===== src/rtl/sag_pkg.sv =====
package sag_pkg;
  localparam int unsigned CTL_W  = 3;
  localparam int unsigned CTL_CE = 0;
  localparam int unsigned CTL_WE = 1;
  localparam int unsigned CTL_OE = 2;
  localparam int unsigned CYC_W  = 2;
  localparam logic [CYC_W-1:0] CYC_SAT = 2'd2;
  localparam logic [CYC_W-1:0] CYC_BLK = 2'd1;
endpackage


===== src/rtl/sag_ctl_sync.sv =====
module sag_ctl_sync #(
  parameter int unsigned WIDTH  = 3,
  parameter int unsigned STAGES = 2
) (
  input  logic             clk,
  input  logic             rst_n,
  input  logic [WIDTH-1:0] raw_n,
  output logic [WIDTH-1:0] sync_n
);
  logic [WIDTH-1:0] stg_q [STAGES];

  // Active-low controls reset to their inactive level.
  always_ff @(posedge clk or negedge rst_n) begin
    if (!rst_n) stg_q[0] <= '1;
    else        stg_q[0] <= raw_n;
  end

  for (genvar g = 1; g < STAGES; g++) begin : g_stage
    always_ff @(posedge clk or negedge rst_n) begin
      if (!rst_n) stg_q[g] <= '1;
      else        stg_q[g] <= stg_q[g-1];
    end
  end

  assign sync_n = stg_q[STAGES-1];
endmodule


===== src/rtl/sag_power_seq.sv =====
module sag_power_seq
  import sag_pkg::*;
#(
  parameter int unsigned RECOV_CYC = 16
) (
  input  logic clk,
  input  logic rst_n,
  input  logic supply_ok,
  input  logic batt_a_ok,
  input  logic batt_b_ok,
  input  logic s_ce_n,
  output logic live,
  output logic blk_now
);
  localparam int unsigned CW = $clog2(RECOV_CYC + 1);
  localparam logic [CW-1:0] CNT_LOAD = CW'(RECOV_CYC);

  logic             sup_q, sup_d;
  logic [CW-1:0]    cnt_q, cnt_d;
  logic             low_q, low_d;
  logic [CYC_W-1:0] cyc_q, cyc_d;
  logic             blk_q, blk_d;
  logic             live_q;
  logic             ready, start;

  assign ready   = supply_ok && sup_q && (cnt_q == '0);
  assign live    = ready && !s_ce_n;
  assign start   = live && !live_q;
  assign blk_now = start ? (low_q && (cyc_q == CYC_BLK)) : blk_q;

  always_comb begin
    sup_d = supply_ok;
    cnt_d = cnt_q;
    low_d = low_q;
    cyc_d = cyc_q;
    blk_d = blk_q;
    if (!supply_ok) begin
      cnt_d = '0;
      cyc_d = '0;
      blk_d = 1'b0;
    end else if (!sup_q) begin
      // Supply has just returned: sample the batteries and start recovery.
      cnt_d = CNT_LOAD;
      low_d = !batt_a_ok && !batt_b_ok;
      cyc_d = '0;
      blk_d = 1'b0;
    end else begin
      if (cnt_q != '0) cnt_d = cnt_q - CW'(1);
      if (start && (cyc_q != CYC_SAT)) cyc_d = cyc_q + CYC_W'(1);
      blk_d = live ? blk_now : 1'b0;
    end
  end

  always_ff @(posedge clk or negedge rst_n) begin
    if (!rst_n) begin
      sup_q  <= 1'b0;
      cnt_q  <= '0;
      low_q  <= 1'b0;
      cyc_q  <= '0;
      blk_q  <= 1'b0;
      live_q <= 1'b0;
    end else begin
      sup_q  <= sup_d;
      cnt_q  <= cnt_d;
      low_q  <= low_d;
      cyc_q  <= cyc_d;
      blk_q  <= blk_d;
      live_q <= live;
    end
  end

  // no access is live while recovery is still counting down
  a_r5_no_live_in_recovery: assert property (@(posedge clk) disable iff (!rst_n)
    (cnt_q != '0) |-> !live);
  // the cycle count never passes its saturation value
  a_r6_count_saturates: assert property (@(posedge clk) disable iff (!rst_n)
    cyc_q <= CYC_SAT);
  // a restore restarts the count from zero
  a_r8_restore_clears: assert property (@(posedge clk) disable iff (!rst_n)
    $rose(sup_q) |-> (cyc_q == '0) && !blk_q);
endmodule


===== src/rtl/sag_access_decode.sv =====
module sag_access_decode (
  input  logic clk,
  input  logic rst_n,
  input  logic live,
  input  logic blk_now,
  input  logic s_we_n,
  input  logic s_oe_n,
  output logic rd_en,
  output logic wr_stb,
  output logic drv_en
);
  logic pass;

  always_comb begin
    pass   = live && !blk_now;
    rd_en  = pass && s_we_n;
    wr_stb = pass && !s_we_n;
    drv_en = rd_en && !s_oe_n;
  end

  // the drivers are only on during a read
  a_r2_drv_needs_read: assert property (@(posedge clk) disable iff (!rst_n)
    drv_en |-> rd_en);
  // read and write strobes never overlap
  a_r3_rd_wr_excl: assert property (@(posedge clk) disable iff (!rst_n)
    !(rd_en && wr_stb));
  // a write strobe never coincides with driven outputs
  a_r4_no_drv_in_write: assert property (@(posedge clk) disable iff (!rst_n)
    wr_stb |-> !drv_en);
endmodule


===== src/rtl/sram_access_gate.sv =====
module sram_access_gate
  import sag_pkg::*;
#(
  parameter int unsigned RECOV_CYC   = 16,
  parameter int unsigned SYNC_STAGES = 2
) (
  input  logic clk,
  input  logic rst_n,
  input  logic supply_ok,
  input  logic batt_a_ok,
  input  logic batt_b_ok,
  input  logic ce_n,
  input  logic we_n,
  input  logic oe_n,
  output logic rd_en,
  output logic wr_stb,
  output logic drv_en
);
  logic [CTL_W-1:0] raw_n, sync_n;
  logic live, blk_now;

  always_comb begin
    raw_n         = '1;
    raw_n[CTL_CE] = ce_n;
    raw_n[CTL_WE] = we_n;
    raw_n[CTL_OE] = oe_n;
  end

  sag_ctl_sync #(.WIDTH(CTL_W), .STAGES(SYNC_STAGES)) u_sync (
    .clk(clk), .rst_n(rst_n), .raw_n(raw_n), .sync_n(sync_n)
  );

  sag_power_seq #(.RECOV_CYC(RECOV_CYC)) u_pwr (
    .clk(clk), .rst_n(rst_n), .supply_ok(supply_ok),
    .batt_a_ok(batt_a_ok), .batt_b_ok(batt_b_ok),
    .s_ce_n(sync_n[CTL_CE]), .live(live), .blk_now(blk_now)
  );

  sag_access_decode u_dec (
    .clk(clk), .rst_n(rst_n), .live(live), .blk_now(blk_now),
    .s_we_n(sync_n[CTL_WE]), .s_oe_n(sync_n[CTL_OE]),
    .rd_en(rd_en), .wr_stb(wr_stb), .drv_en(drv_en)
  );

  // nothing reaches the array while the supply is low
  a_r1_supply_quiet: assert property (@(posedge clk) disable iff (!rst_n)
    !supply_ok |-> !rd_en && !wr_stb && !drv_en);
endmodule


===== config.mk =====
export PLATFORM = sky130hd
export DESIGN_NAME = sram_access_gate
export DESIGN_NICKNAME = d
export VERILOG_FILES = /design/src/rtl/sag_pkg.sv /design/src/rtl/sag_ctl_sync.sv /design/src/rtl/sag_power_seq.sv /design/src/rtl/sag_access_decode.sv /design/src/rtl/sram_access_gate.sv
export SDC_FILE = /design/constraint.sdc
export NUM_CORES = 1
export LEC_CHECK = 0
export CAP_MARGIN = 20
export CORE_MARGIN = 5
export CORE_UTILIZATION = 54
export DETAILED_ROUTE_END_ITERATION = 8
export PLACE_DENSITY = 0.89
export REMOVE_ABC_BUFFERS = 1
export SYNTH_ARGS = -nofsm -noshare
export SYNTH_HDL_FRONTEND = slang
export SYNTH_SLANG_ARGS = --single-unit

===== constraint.sdc =====
create_clock -name clk -period 5.3 [get_ports clk]
set_input_delay 0.795 -clock clk [delete_from_list [all_inputs] [get_ports clk]]
set_output_delay 0.795 -clock clk [all_outputs]
set_load 0.02 [all_outputs]

# ---- Yosys cells after proc, flatten, opt, wreduce, memory -nomap -nowiden
# Index checks and enable logic that the tools add are counted.
# W data, S select, Z words.
dict set report totals {
  reg_bits 17
  latch_bits 0
  ramBits 0
  romBits 0
  out_inout_bits 3
  elab_cells 46
  n_memories 0
}
dict set report classes {
  addsub 2
  mul 0
  n_div 0
  magnitude_cmp 0
  eq_ne 4
  n_shift 0
  n_mux 10
  n_bitwise 1
  reduce_logical 21
}
# op count
set op_table {}
lappend op_table {{$mux W5} 3}
lappend op_table {{$logic_and A1 B1 Y1} 11}
lappend op_table {{$logic_not A1 Y1} 7}
lappend op_table {{$mux W2} 3}
lappend op_table {{$ne A3 B3 Y1 const B} 2}
lappend op_table {{$logic_not A5 Y1} 1}
lappend op_table {{$reduce_bool A5 Y1} 1}
lappend op_table {{$sub A5 B1 Y5 const B} 1}
lappend op_table {{$mux W1} 4}
lappend op_table {{$add A2 B1 Y2 const B} 1}
lappend op_table {{$eq A2 B1 Y1 const B} 1}
lappend op_table {{$ne A2 B2 Y1 const B} 1}
lappend op_table {{$reduce_and A2 Y1} 1}
lappend op_table {{$not A1 Y1} 1}

# ---- Logic depth before layout (Yosys ltp)
# Gate-level depths: netlist of run 1.
dict set report depth {
  word_depth 9
  mapped_depth 6
}

# ---- Modules after synthesis
# From an unflattened synthesis of run 1, not the netlist that was laid out.
dict set report hier_totals {
  hier_cells 66
  area_unflattened_um2 759.5
}
# module n_inst cells_each area_each_um2 seq_area_each_um2
set modules_own_cells {}
lappend modules_own_cells {sag_power_seq 1 54 549.3 275.3}
lappend modules_own_cells {sag_ctl_sync 1 9 180.2 157.7}
lappend modules_own_cells {sag_access_decode 1 3 30.0 0.0}

# ---- Worst setup path before layout of run 1
# Ideal clock, no wire load.
dict set report synth_timing {
  kind {register -> output}
  from {register u_pwr.cnt_q[0]}
  to {output rd_en}
  arrival_time_ns 2.114
  setup_slack_ns 2.391
  path_stages_with_launch 7
  path_buffers 1
  path_cell_list {dfrtp_1 inv_1 ha_1 or4b_1 buf_2 or3_4 nor3_1}
}
dict set report synth_via {
  elab_chain_len 8
}
# element line_no
set synth_rtl {}
lappend synth_rtl {{start, declared} sag_power_seq.sv:19} ;# logic [CW-1:0] cnt_q, cnt_d;
lappend synth_rtl {{start signal, assigned} sag_power_seq.sv:64} ;# cnt_q <= cnt_d;
lappend synth_rtl {{$logic_not A5 Y1 *} sag_power_seq.sv:26} ;# assign ready = supply_ok && sup_q && (cnt_q == '0);
lappend synth_rtl {{$logic_and A1 B1 Y1 *} sag_power_seq.sv:26}
lappend synth_rtl {{$logic_and A1 B1 Y1 *} sag_power_seq.sv:27} ;# assign live = ready && !s_ce_n;
lappend synth_rtl {{$logic_and A1 B1 Y1} sag_power_seq.sv:28} ;# assign start = live && !live_q;
lappend synth_rtl {{$mux W1} sag_power_seq.sv:29} ;# assign blk_now = start ? (low_q && (cyc_q == CYC_BLK)) : blk_q;
lappend synth_rtl {{$logic_not A1 Y1} sag_access_decode.sv:15} ;# pass = live && !blk_now;
lappend synth_rtl {{$logic_and A1 B1 Y1 *} sag_access_decode.sv:15}
lappend synth_rtl {{$logic_and A1 B1 Y1 *} sag_access_decode.sv:16} ;# rd_en = pass && s_we_n;
lappend synth_rtl {{end, declared} sram_access_gate.sv:15} ;# output logic rd_en,
# Mark *: on every way between the ends. The rest lies on a longest branch, timed or not.

# ---- Final worst setup path of run 1
dict set report layout_timing {
  from {register u_pwr.cnt_q[0]}
  to {output drv_en}
}
dict set report layout_via {
  elab_chain_len 9
}
# element line_no
set layout_rtl {}
lappend layout_rtl {{$logic_not A5 Y1 *} sag_power_seq.sv:26}
lappend layout_rtl {{$logic_and A1 B1 Y1 *} sag_power_seq.sv:26}
lappend layout_rtl {{$logic_and A1 B1 Y1 *} sag_power_seq.sv:27}
lappend layout_rtl {{$logic_and A1 B1 Y1} sag_power_seq.sv:28}
lappend layout_rtl {{$mux W1} sag_power_seq.sv:29}
lappend layout_rtl {{$logic_not A1 Y1} sag_access_decode.sv:15}
lappend layout_rtl {{$logic_and A1 B1 Y1 *} sag_access_decode.sv:15}
lappend layout_rtl {{$logic_and A1 B1 Y1 *} sag_access_decode.sv:16}
lappend layout_rtl {{$logic_and A1 B1 Y1 *} sag_access_decode.sv:18} ;# drv_en = rd_en && !s_oe_n;
lappend layout_rtl {{end, declared} sram_access_gate.sv:17} ;# output logic drv_en
# Marked as above.

==> results of run 1 <==
## through the flow
stage / power, µW / utilization / std cells
floorplan: 184 / - / 58
global placement: 199 / 0.650 / 83
detailed placement: 204 / 0.650 / 83
CTS: 270 / 0.671 / 87
global route: 284 / 0.671 / 87
finish: 267 / 0.671 / 87
## sequential cells by signal (all words and copies together), names as in the netlist
signal,cells
u_pwr.blk_q,1
u_pwr.cnt_q,5
u_pwr.low_q,1
u_pwr.cyc_q,2
u_sync.stg_q,3
u_pwr.sup_q,1
u_sync.sync_n,3
u_pwr.live_q,1
## layout make-up
type | instances | area [µm²] | area share
inverters | 7 | 26.3 | 0.0305
repair buffers | 10 | 100 | 0.116
clock buffers | 4 | 26.3 | 0.0305
flip-flops and latches | 17 | 433 | 0.502
multi-input cells | 34 | 258 | 0.299
well taps | 15 | 18.8 | 0.0218
## kinds of logic (layout without fill, tap and decap cells)
| logic type | after synthesis | in the layout | share of synthesized area |
|---|---|---|---|
| XOR/XNOR | 2 | 2 | 0.0243 |
| multiplexers | 1 | 1 | 0.0139 |
| AO/OA/AOI/OAI | 9 | 9 | 0.0832 |
| flip-flops | 17 | 17 | 0.600 |
| buffers and inverters | 8 | 21 | 0.0433 |
| AND/OR/NAND/NOR | 19 | 19 | 0.184 |
| adder cells (fa/ha/maj) | 3 | 3 | 0.0520 |
## metal layers
metal | global-route usage | vias to the layer above | part of all wire
met5 | 0 | - | 0
met4 | 0.0682 | 0 | 0.014
met3 | 0.0234 | 2 | 0.032
met2 | 0.253 | 6 | 0.53
met1 | 0.153 | 227 | 0.42
li1 | - | 228 | -
## power breakdown
group          leakage (µW)  internal, µW  total (µW)  switching [µW]
logic              0.000133          25.1        53.3            28.2
clock network     0.0000150          29.3        66.0            36.7
registers          0.000210           141         148            6.92
total              0.000358           195         267            71.9
## cell usage after synthesis
cell type,instances
nand2b_1,2
nor3_1,3
or4b_1,1
nor4_4,1
buf_2,1
o21ai_1,1
nand3_1,2
o41a_1,1
nor2b_1,1
nor4_2,1
dfrtp_1,11
nor3b_1,1
xnor2_1,2
ha_1,3
nand3b_1,1
inv_1,6
dfstp_2,6
a211oi_1,2
inv_2,1
mux2i_1,1
nor2_1,2
a21oi_1,2
o41ai_1,1
or3_4,1
o21ai_0,2
nand2_1,3
## critical path, stage by stage (launching register included)
cell,delay (ns)
dfrtp_1,0.41
inv_1,0.07
ha_1,0.20
or4b_1,0.62
or3_4,0.47
nor4_4,0.20
clkdlybuf4s50_1,0.64
## layout by cell type, fill, tap and decap left out, types with 3 or more instances in the layout
cell	n
nand2_1	3
dfstp_2	6
nor3_1	3
clkdlybuf4s50_1	10
inv_1	6
dfrtp_1	11
clkbuf_4	3
ha_1	3
## path summary, 6_finish.rpt
kind	to	depth (start not counted)	startpoint
max in group asynchronous	u_pwr.cyc_q[1]	1	rst_n
hold / removal	u_sync.sync_n[1]	0	u_sync.stg_q[4]
setup / recovery	drv_en	6	u_pwr.cnt_q[0]
hold reg to reg	u_sync.sync_n[1]	0	u_sync.stg_q[4]
setup reg to reg	u_pwr.cyc_q[1]	5	u_pwr.cnt_q[0]
min in group asynchronous	u_pwr.cyc_q[0]	1	rst_n
==> impl_metrics.ini, run 1 <==
[outcome]
status = complete, no violations

[critical_path]
worstPathRequired_ns = 4.51
crit_type = flop to output port
reg2reg_slack_ns = 3.30
endpoint_kind = output port
cp_max_fo = 8
cp-start-kind = flop
crit_arrival_ns = 2.90

[yosys]
netlist_instances = 59
synthTopCellsByArea = dfrtp_1 (38%), dfstp_2 (22%), ha_1 (5.2%)
yosysTopAreaCellShare = 0.381
ys_warn_count = 0
syn_area_um2 = 722
ys_types = 26
yosysSeqAreaShare = 0.600
ys_ff_latch = 17
post-synth-top-area-cell = dfrtp_1
avgSynthCellArea_um2 = 12.2

[drt]
initialDrtViolationCount = 2
drt-pass1-iter-count = 4
wirelength_mm = 1.21
wl_per_cell_um = 13.9
vias = 463
viasPerCell = 5.32
drcViolationCount = 0
ant_nets = 0

[power]
peakVddDrop_mv = 0.236
p_leak_uw = 0.000358
powerDensity_nw_per_um2 = 310

[finish]
drive_gt1_frac = 0.181
final_cell_area_um2 = 862
antenna_cells = 0
num-nets-final = 84
fillers = 93
synthToLayoutAreaGrowth_pct = 19.4

[sta]
fin_tns_setup_ns = 0
whs_ns = 0.359
post-route-min-period_ns = 3.69
finalSetupViolations = 0
finalHoldViolations = 0
max_slew_margin = 0.521
worst_pin_slew_ns = 0.716
fmax_mhz = 271
finClkSkew_ns = 0.000531
fin_crit_sh = 0.696
rsz0062_at_grt = no
maxSlewViolCount = 0
worst_slack_ns = 1.61

[clocking]
post_cts_buffers = 0
cts_resized = 0
cts_htree_levels = 1
postCtsHoldBufs = 0
cts-root-buf = clkbuf_4
cts_tree = built
cts_sinks = 17
cts-buffers-inserted = 3
clkLatencyLatePin_ns = 0.28
clk_path_buf_depth = 2
clkTransAtPathRegs_ns = 0.09

[die]
core_area_um2 = 1280
rows = 13
io_pins = 11
die_y_um = 46.6
dieArea_um2 = 2170
chipWidth_um = 46.6
start_util = 0.562

[placement]
post_dp_cell_area_um2 = 836
dp_hpwl_um = 962
port_buffers = 10
dp_slack_ns = 1.71
gp_congestion = 0.748

[global_routing]
grt_max_degree = 18
grt_overflow = 0
grt_pass1_wl_mm = 2.04
first_global_vias = 477
track_usage = 0.139
antenna_found_initial = 0

[worst_hold_path]
min_path_type = flop to flop

[run]
maxCapViolations = 0
No activity file was read; power rests on OpenSTA's default activity.
==> run 2, diff against run 1 <==
- CORE_UTILIZATION: 54 -> 45
- PLACE_DENSITY: 0.89 -> 0.8
- clock period: 5.3 -> 3.2 ns (I/O delays scaled with it)
==> impl_metrics.ini, run 2 (same netlist as run 1, synthesis figures left out) <==
[outcome]
status = complete, no violations

[global_routing]
grt_overflow = 0
grt_pass1_wl_mm = 2.17
grt_max_degree = 18
first_global_vias = 496
antenna_found_initial = 0
track_usage = 0.117

[critical_path]
reg2reg_slack_ns = 1.23
endpoint_kind = output port
r2r-start = u_pwr.cnt_q[0]
crit_type = flop to output port
crit_slowest_cell = or4b_1
cp_slowest_stage_delay_ns = 0.49
rr_endpoint = u_pwr.cyc_q[1]
crit_arrival_ns = 2.44
r2r_cells = 6
cp-start-kind = flop
cp_max_fo = 5
crit_chain = inv_1, ha_1, or4b_1, or3_4, nor4_4, dlygate4sd2_1
worstPathRequired_ns = 2.72

[run]
maxCapViolations = 0

[worst_hold_path]
whs_path_depth = 0
min_path_type = flop to flop
hold_path.startpoint = u_sync.stg_q[4]
hold_end = u_sync.sync_n[1]

[clocking]
cts-root-buf = clkbuf_4
cts_sinks = 17
cts_tree = built
cts_htree_levels = 1
clkLatencyLatePin_ns = 0.29
post_cts_buffers = 0
clkTransAtPathRegs_ns = 0.10
postCtsHoldBufs = 0
clk_path_buf_depth = 2
cts-buffers-inserted = 3

[sta]
rsz0062_at_grt = no
maxSlewViolCount = 0
worst_pin_slew_ns = 0.704
finalSetupViolations = 0
max_slew_margin = 0.529
finClkSkew_ns = 0.00449
fmax_mhz = 343
post-route-min-period_ns = 2.92
worst_slack_ns = 0.283
fin_tns_setup_ns = 0
finalHoldViolations = 0
fin_crit_sh = 0.912

[placement]
gp_congestion = 0.743
dp_slack_ns = 0.283
post_dp_cell_area_um2 = 845
port_buffers = 10
dp_hpwl_um = 911

[finish]
final_cell_area_um2 = 872
antenna_cells = 0
num-nets-final = 85
fillers = 118
largest_register = u_pwr.cnt_q
largest_register_ffs = 5
final_common_cell = dfrtp_1
final_cell_mix = dfrtp_1 (11), clkdlybuf4s50_1 (7), inv_1 (6), dfstp_2 (6)
synthToLayoutAreaGrowth_pct = 20.8
drive_gt1_frac = 0.205

[drt]
ant_nets = 0
viasPerCell = 5.39
route.met3.wl_um = 50
wl_per_cell_um = 13.5
top_layer_used = met4
initialDrtViolationCount = 11
vias = 480
drt-pass1-iter-count = 4
drcViolationCount = 0
wl_met1_um = 476
wirelength_mm = 1.20
route.met2.wl_um = 632

[die]
start_util = 0.479
die_y_um = 50.1
rows = 14
dieArea_um2 = 2510
chipWidth_um = 50.1
io_pins = 11
core_area_um2 = 1510

[power]
p_leak_uw = 0.000393
powerDensity_nw_per_um2 = 513
peakVddDrop_mv = 0.233
==> run 2: changes by cell type in the layout (fill, tap and decap cells not counted) <==
| cell | delta |
|---|---|
| buf_4 | +1 |
| clkbuf_1 | -1 |
| clkdlybuf4s50_1 | -3 |
| clkinv_2 | +1 |
| dlygate4sd2_1 | +2 |
| dlymetal6s2s_1 | +1 |
==> run 2: routing by layer <==
metal,up-vias,track usage
met5,-,0
met4,0,0.0786
met3,6,0.0392
met2,7,0.182
met1,235,0.134
li1,232,-
==> run 2: what timing repair did <==
item                                    in CTS  in global routing
endpoints found under the setup margin       2                  1
resized for setup                            2                  1
cloned                                       0                  0
==> run 2: final cells by class <==
| cell class | instances | area (µm²) | share of cell area |
|---|---|---|---|
| sequential | 17 | 433 | 0.496 |
| clock buffer | 3 | 22.5 | 0.0258 |
| timing repair buffer | 11 | 108 | 0.123 |
| tap | 16 | 20.0 | 0.0230 |
| multi-input combinational | 34 | 258 | 0.296 |
| clock inverter | 1 | 5.00 | 0.00574 |
| inverter | 7 | 26.3 | 0.0301 |
==> run 2: power breakdown <==
part	internal, µW	total (µW)	leakage [µW]	switching, µW
logic	45.4	90.3	0.000165	44.9
registers	234	246	0.000210	12.3
clock network	46.5	111	0.0000177	65.0
total	326	448	0.000393	122
==> run 2: metrics by stage <==
step                hold WS, ns  instances  power [µW]  utilization
detailed placement        0.347         85         341        0.561
finish                    0.360         89         448        0.579
global placement          0.345         85         337        0.561
CTS                       0.361         89         452        0.577
floorplan                 0.184         58         305            -
global route              0.368         89         474        0.579
==> run 2: worst max path at each step <==
stage,cells past startpoint,startpoint,slack [ns],endpoint
after detailed placement,5,supply_ok,0.28,drv_en
after global placement,5,supply_ok,0.31,drv_en
after CTS,6,u_pwr.cnt_q[0],0.03,rd_en
after floorplan,5,u_pwr.cnt_q[0],0.58,rd_en
after global routing,6,u_pwr.cnt_q[1],0.19,drv_en
final,6,u_pwr.cnt_q[0],0.28,drv_en
==> run 2: worst max-delay path, delay by kind of cell (launching register included) <==
kind / cells / cell delay [ns]
simple gates: 3 / 1.12
buf+inv: 2 / 0.43
flops: 1 / 0.41
fa+ha+maj: 1 / 0.20
